$ cat src/rtl/adc_conv_seq_pkg.sv
package adc_conv_seq_pkg;

  typedef enum logic [2:0] {
    ST_PWRON  = 3'd0,
    ST_WAIT   = 3'd1,
    ST_SAMPLE = 3'd2,
    ST_SOC    = 3'd3,
    ST_CONV   = 3'd4,
    ST_EOC    = 3'd5,
    ST_NAP    = 3'd6,
    ST_ABORT  = 3'd7
  } seqState_t;

  // strobes from control to datapath
  typedef struct packed {
    logic clrConv;
    logic runConv;
    logic clrIdle;
    logic runIdle;
    logic latchResult;
  } seqCtrl_t;

endpackage

$ cat src/rtl/adc_conv_seq_datapath.sv
module adc_conv_seq_datapath
  import adc_conv_seq_pkg::*;
#(
  parameter int CONV_CYCLES = 18,
  parameter int NAP_IDLE    = 64,
  parameter int SYNC_STAGES = 2,
  parameter int RESULT_W    = 16
) (
  input  logic                clk,
  input  logic                rst,
  input  logic                csN,
  input  logic                convStart,
  input  seqCtrl_t            ctrl,
  output logic                qualHigh,
  output logic                qualFall,
  output logic                convDone,
  output logic                idleDone,
  output logic                resultValid,
  output logic [RESULT_W-1:0] resultData
);

  localparam int CW = $clog2(CONV_CYCLES + 1);
  localparam int IW = $clog2(NAP_IDLE + 1);

  logic                   qualLatch;
  logic [SYNC_STAGES-1:0] syncChain;
  logic                   qualPrev;
  logic [CW-1:0]          convCnt;
  logic [IW-1:0]          idleCnt;

  // qualifying stage: follows the strobe only while chip select is low
  always_ff @(posedge clk) begin
    if (rst)        qualLatch <= 1'b0;
    else if (!csN)  qualLatch <= convStart;
  end

  // synchronizer chain, one flop per stage
  generate
    for (genvar s = 0; s < SYNC_STAGES; s++) begin : g_sync
      if (s == 0) begin : g_first
        always_ff @(posedge clk) begin
          if (rst) syncChain[0] <= 1'b0;
          else     syncChain[0] <= qualLatch;
        end
      end else begin : g_rest
        always_ff @(posedge clk) begin
          if (rst) syncChain[s] <= 1'b0;
          else     syncChain[s] <= syncChain[s-1];
        end
      end
    end
  endgenerate

  always_ff @(posedge clk) begin
    if (rst) qualPrev <= 1'b0;
    else     qualPrev <= syncChain[SYNC_STAGES-1];
  end

  assign qualHigh = syncChain[SYNC_STAGES-1];
  assign qualFall = qualPrev & ~syncChain[SYNC_STAGES-1];

  // conversion length counter
  always_ff @(posedge clk) begin
    if (rst || ctrl.clrConv) convCnt <= '0;
    else if (ctrl.runConv)   convCnt <= convCnt + 1'b1;
  end
  assign convDone = (convCnt == CW'(CONV_CYCLES - 1));

  // idle counter after end of conversion
  always_ff @(posedge clk) begin
    if (rst || ctrl.clrIdle) idleCnt <= '0;
    else if (ctrl.runIdle)   idleCnt <= idleCnt + 1'b1;
  end
  assign idleDone = (idleCnt == IW'(NAP_IDLE - 1));

  // stand-in result: running count of completed conversions
  always_ff @(posedge clk) begin
    if (rst) begin
      resultValid <= 1'b0;
      resultData  <= '0;
    end else begin
      resultValid <= ctrl.latchResult;
      if (ctrl.latchResult) resultData <= resultData + 1'b1;
    end
  end

  a_r1_qual_hold: assert property (@(posedge clk) disable iff (rst)
    csN |=> $stable(qualLatch));

  a_r5_valid_pulse: assert property (@(posedge clk) disable iff (rst)
    resultValid |=> !resultValid);

  a_r5_data_step: assert property (@(posedge clk) disable iff (rst)
    ctrl.latchResult |=> resultData == $past(resultData) + RESULT_W'(1));

endmodule

$ cat src/rtl/adc_conv_seq_control.sv
module adc_conv_seq_control
  import adc_conv_seq_pkg::*;
(
  input  logic      clk,
  input  logic      rst,
  input  logic      pwrDown,
  input  logic      supplyOk,
  input  logic      qualHigh,
  input  logic      qualFall,
  input  logic      convDone,
  input  logic      idleDone,
  output seqCtrl_t  ctrl,
  output logic      busy,
  output seqState_t state
);

  seqState_t nextState;

  always_ff @(posedge clk) begin
    if (rst) state <= ST_PWRON;
    else     state <= nextState;
  end

  always_comb begin
    nextState = state;
    unique case (state)
      ST_PWRON:  if (supplyOk && !pwrDown) nextState = ST_WAIT;
      ST_WAIT:   if (qualHigh) nextState = ST_SAMPLE;
      ST_SAMPLE: if (qualFall) nextState = ST_SOC;
      ST_SOC:    nextState = ST_CONV;
      ST_CONV: begin
        if (qualFall)      nextState = ST_ABORT;
        else if (convDone) nextState = ST_EOC;
      end
      ST_EOC: begin
        if (qualHigh)      nextState = ST_SAMPLE;
        else if (idleDone) nextState = ST_NAP;
      end
      ST_NAP:    if (qualHigh) nextState = ST_SAMPLE;
      ST_ABORT:  nextState = qualHigh ? ST_SAMPLE : ST_WAIT;
      default:   nextState = ST_PWRON;
    endcase
  end

  always_comb begin
    ctrl             = '0;
    ctrl.clrConv     = (state == ST_SOC);
    ctrl.runConv     = (state == ST_CONV);
    ctrl.latchResult = (state == ST_CONV) && !qualFall && convDone;
    ctrl.clrIdle     = ctrl.latchResult;
    ctrl.runIdle     = (state == ST_EOC);
  end

  assign busy = (state == ST_SOC) || (state == ST_CONV);

  a_r2_pwron_hold: assert property (@(posedge clk) disable iff (rst)
    (state == ST_PWRON && (pwrDown || !supplyOk)) |=> state == ST_PWRON);

  a_r4_busy_rise: assert property (@(posedge clk) disable iff (rst)
    (state == ST_SAMPLE && qualFall) |=> busy);

  a_r6_abort: assert property (@(posedge clk) disable iff (rst)
    (state == ST_CONV && qualFall) |=> (state == ST_ABORT && !busy));

  a_r7_back_to_back: assert property (@(posedge clk) disable iff (rst)
    (state == ST_EOC && qualHigh) |=> state == ST_SAMPLE);

  a_r8_nap_entry: assert property (@(posedge clk) disable iff (rst)
    (state == ST_EOC && idleDone && !qualHigh) |=> state == ST_NAP);

endmodule

$ cat src/rtl/adc_conv_seq.sv
module adc_conv_seq
  import adc_conv_seq_pkg::*;
#(
  parameter int CONV_CYCLES = 18,
  parameter int NAP_IDLE    = 64,
  parameter int SYNC_STAGES = 2,
  parameter int RESULT_W    = 16
) (
  input  logic                clk,
  input  logic                rst,
  input  logic                csN,
  input  logic                convStart,
  input  logic                pwrDown,
  input  logic                supplyOk,
  output logic                busy,
  output logic                resultValid,
  output logic [RESULT_W-1:0] resultData,
  output logic [2:0]          seqState
);

  seqCtrl_t  ctrl;
  seqState_t state;
  logic      qualHigh, qualFall, convDone, idleDone;

  adc_conv_seq_datapath #(
    .CONV_CYCLES(CONV_CYCLES),
    .NAP_IDLE   (NAP_IDLE),
    .SYNC_STAGES(SYNC_STAGES),
    .RESULT_W   (RESULT_W)
  ) dp_i (
    .clk        (clk),
    .rst        (rst),
    .csN        (csN),
    .convStart  (convStart),
    .ctrl       (ctrl),
    .qualHigh   (qualHigh),
    .qualFall   (qualFall),
    .convDone   (convDone),
    .idleDone   (idleDone),
    .resultValid(resultValid),
    .resultData (resultData)
  );

  adc_conv_seq_control ctl_i (
    .clk      (clk),
    .rst      (rst),
    .pwrDown  (pwrDown),
    .supplyOk (supplyOk),
    .qualHigh (qualHigh),
    .qualFall (qualFall),
    .convDone (convDone),
    .idleDone (idleDone),
    .ctrl     (ctrl),
    .busy     (busy),
    .state    (state)
  );

  assign seqState = state;

endmodule

$ cat config.mk
export PLATFORM = sky130hd
export DESIGN_NAME = adc_conv_seq
export DESIGN_NICKNAME = d
export VERILOG_FILES = /design/src/rtl/adc_conv_seq_pkg.sv /design/src/rtl/adc_conv_seq_datapath.sv /design/src/rtl/adc_conv_seq_control.sv /design/src/rtl/adc_conv_seq.sv
export SDC_FILE = /design/constraint.sdc
export NUM_CORES = 1
export LEC_CHECK = 0
export BUFFER_PORTS_ARGS = -buffer_cell sky130_fd_sc_hd__buf_4
export CAP_MARGIN = 0
export CORE_ASPECT_RATIO = 0.9
export CORE_UTILIZATION = 60
export DETAILED_ROUTE_END_ITERATION = 10
export GPL_TIMING_DRIVEN = 0
export PLACE_DENSITY = 0.9
export SETUP_SLACK_MARGIN = 0.5
export SYNTH_ARGS = -nofsm -noshare
export SYNTH_HDL_FRONTEND = slang
export SYNTH_SLANG_ARGS = --single-unit
$ cat constraint.sdc
create_clock -name clk -period 3.8 [get_ports clk]
set_input_delay 0.19 -clock clk [delete_from_list [all_inputs] [get_ports clk]]
set_output_delay 0.19 -clock clk [all_outputs]
set_load 0.01 [all_outputs]
==> impl_results.md <==
- Yosys cell types: 41
- Routed vias: ~1500
- Num CTS Buffers: 5
- Mean Syn Cell Area: between 9 and 10 um^2
- RSZ-0062 raised after global routing: false
- Die Height: roughly 53 um
- MaxCap Viol Count: 0
- Worst path max stage delay: between 0.5 and 0.6 ns
- Die Width: 58.8 um
- Mapped Cells: around 190
- EDFF count, synth: 0
- CP Max Fanout: 10
- Critical path required time: 4.07 ns
- Worst Setup Path Type: register to register
- Final core occ: between 70% and 80%
- DR vias/cell: 5.76
- Initial drt markers: 88
- Cts repair resizes: 0
- Post-Syn Nets: around 200
- Top Family by Delay on Critical Path: simple AND/OR/NAND/NOR gates
- Worst-path clk slew: ~0.12 ns
- Hold Fails Final Rpt: 0
- Sequential share of the synthesized area: roughly 41%
- Top_reg_cell synth: dfxtp_1
- Power density over cell area: 404 nW/um^2
- Sink Count: 36
- Routed len/inst: around 13 um
- Die Area: 3120 um^2
- Synth area leader: dfxtp_1
- Final min period: about 2.0 ns
- Row cnt: 18
- Dpl cell area: 1980 um^2
- Finished Cell Area: ~2000 um^2
- Critical path startpoint category: register
- Largest net degree at the start of global routing: 13
- Top cells by area, synth: dfxtp_1 41%, nor2_1 5.4%, a21oi_1 4.0%
- Layout area overhead: 16.9%
- Slowest-stage cell, CP: or4_1
- Worst Tran Pin Value: between 0.4 and 0.5 ns
- DR pass1 iterations: 4
- I/O Pins: 27
- Count leader, synth: dfxtp_1
- Fin Hold WS: 0.0923 ns
- Worst IR Drop VDD: between 0.2 and 0.3 mV
- GRT Util Overall: about a quarter
- PortBufs: 25
- Setup violations, final: 0
- Ant diodes: 0
- Ys Warns: 0
- Seq cells post-synth: 36
- Buf+Inv Stages, Crit Path: 1
- Post-CTS Hold Fix Bufs: 0
- Share of post-route cells with drive strength above 1: 20.0%
- WP data arrival: approximately 2.3 ns
- Clock latency on the worst-skew pair: ~0.34 ns
- Max Slew Vio Count: 0
- Syn Std Cell Area: around 1700 um^2
- Initial antenna violation count: 0
- Clock buffer depth: 2
- Placer Congestion: 0.864
- Fmax: just over 500 MHz
- H-tree Lvls: 2
- Final Non-Filler Cells: ~270
- Placed Instances: between 200 and 300
- Number of remaining DRC errors: 0
- Critical-path cell list: ha_1 > and4bb_4 > nand4_4 > buf_6 > or4_1 > a21oi_1
- Starting Density: a little under two thirds
- FILL cells: between 200 and 250
- Share of the synthesized area in the top cell type: between 40% and 50%
- Max-Slew Margin vs Limit: 69.9%
- Crit end category: register
- Status: completed
- Pleak: 0.758 nW
- Postcts setup bufs: 0
- Vias in the first global route: between 1000 and 1500
- Routed Antenna Nets: 0
- Commonest cells in the synthesized netlist: 36 x dfxtp_1, 25 x nor2_1, 14 x a21oi_1
- CTS root buffer: clkbuf_4
- Final Cycle Share: 52.3%
- Total Wirelength: ~3.6 mm
- Post-synthesis async set-or-reset flop share: 0%
- Dpl hpwl: 2.68 mm
- Hold Crit Class: input pin to register
- CTS tree: built
- Clk_skew: 0.00771 ns
- Core area: roughly 2700 um^2
- Final nets: approximately 230
- First-pass GRT wire length: roughly 5.6 mm
- Setup_tns: 0 ns
- Congestion Overflow GR: 0
-- final cells by class --
| cell class | count | area (um^2) | area share (%) |
|---|---|---|---|
| multi-input cells | 140 | 938 | 46.1 |
| flip-flops and latches | 36 | 721 | 35.4 |
| repair buffers | 25 | 188 | 9.22 |
| plain buffers | 10 | 60.1 | 2.95 |
| well taps | 40 | 50.0 | 2.46 |
| clock buffers | 5 | 37.5 | 1.84 |
| inverters | 6 | 22.5 | 1.11 |
| clock inverters | 3 | 18.8 | 0.922 |
-- cell families after synthesis --
group	Yosys count	synth area share, %
flip-flops	36	41.4
AO/OA/AOI/OAI	37	13.4
XOR/XNOR	13	6.54
buffers and inverters	16	4.74
multiplexers	3	1.72
adder cells (fa/ha/maj)	4	2.87
AND/OR/NAND/NOR	83	29.3
-- routing by layer --
metal / GRT usage (%) / vias to the layer above / part of all wire, %
li1: - / 763 / -
met1: 31.2 / 714 / 44
met2: 39.6 / 46 / 50
met3: 6.60 / 3 / 5.7
met4: 3.57 / 0 / 0.37
met5: 0 / - / 0
-- path summary, 6_finish.rpt --
kind,slack [ns],cells after the start,startpoint,to
max,1.81,6,dp_i.convCnt[0],dp_i.resultData[14]
max reg2reg,1.81,6,dp_i.convCnt[0],dp_i.resultData[14]
min,0.09,3,convStart,dp_i.qualLatch
min reg2reg,0.45,1,dp_i.syncChain[0],dp_i.qualHigh
-- metrics by stage --
step | worst slack, ns | power (mW)
detailed placement | 1.84 | 0.624
global route | 1.72 | 0.863
finish | 1.81 | 0.822
global placement | 1.98 | 0.615
floorplan | 2.06 | 0.567
CTS | 1.81 | 0.822
-- registers in the layout (all words and copies together), names as in the netlist --
signal,count
dp_i.resultData,16
dp_i.idleCnt,7
dp_i.convCnt,5
ctl_i.state,3
dp_i.qualHigh,1
dp_i.qualLatch,1
dp_i.qualPrev,1
dp_i.resultValid,1
dp_i.syncChain,1
-- cells in the final DEF (no fill, tap or decap), types with 3 or more instances in the layout --
master and instances:
inv_1 6, mux2i_1 3, clkbuf_1 7, nand4_1 5
or3_1 4, nand2_1 9, or4_1 6, nor2b_1 5
dfxtp_1 36, xor2_1 7, o21ai_0 6, xnor2_1 6
o31ai_1 8, nand2b_1 4, buf_4 25, nor2_1 25
nand3_1 6, a21oi_1 14, buf_6 3, ha_1 4
clkbuf_4 5
-- where the power goes --
part | internal [mW] | total [mW] | leakage (nW) | switching (mW)
sequential | 0.397 | 0.423 | 0.291 | 0.0255
combinational | 0.0909 | 0.193 | 0.432 | 0.102
clock | 0.0711 | 0.206 | 0.0349 | 0.135
total | 0.559 | 0.822 | 0.758 | 0.263
-- worst min-delay path, delay by kind of cell --
family / cells / cell delay (ns)
multiplexers: 1 / 0.06
buffers and inverters: 1 / 0.08
AND/OR/NAND/NOR: 1 / 0.08
(Power assumes the default switching activity.)
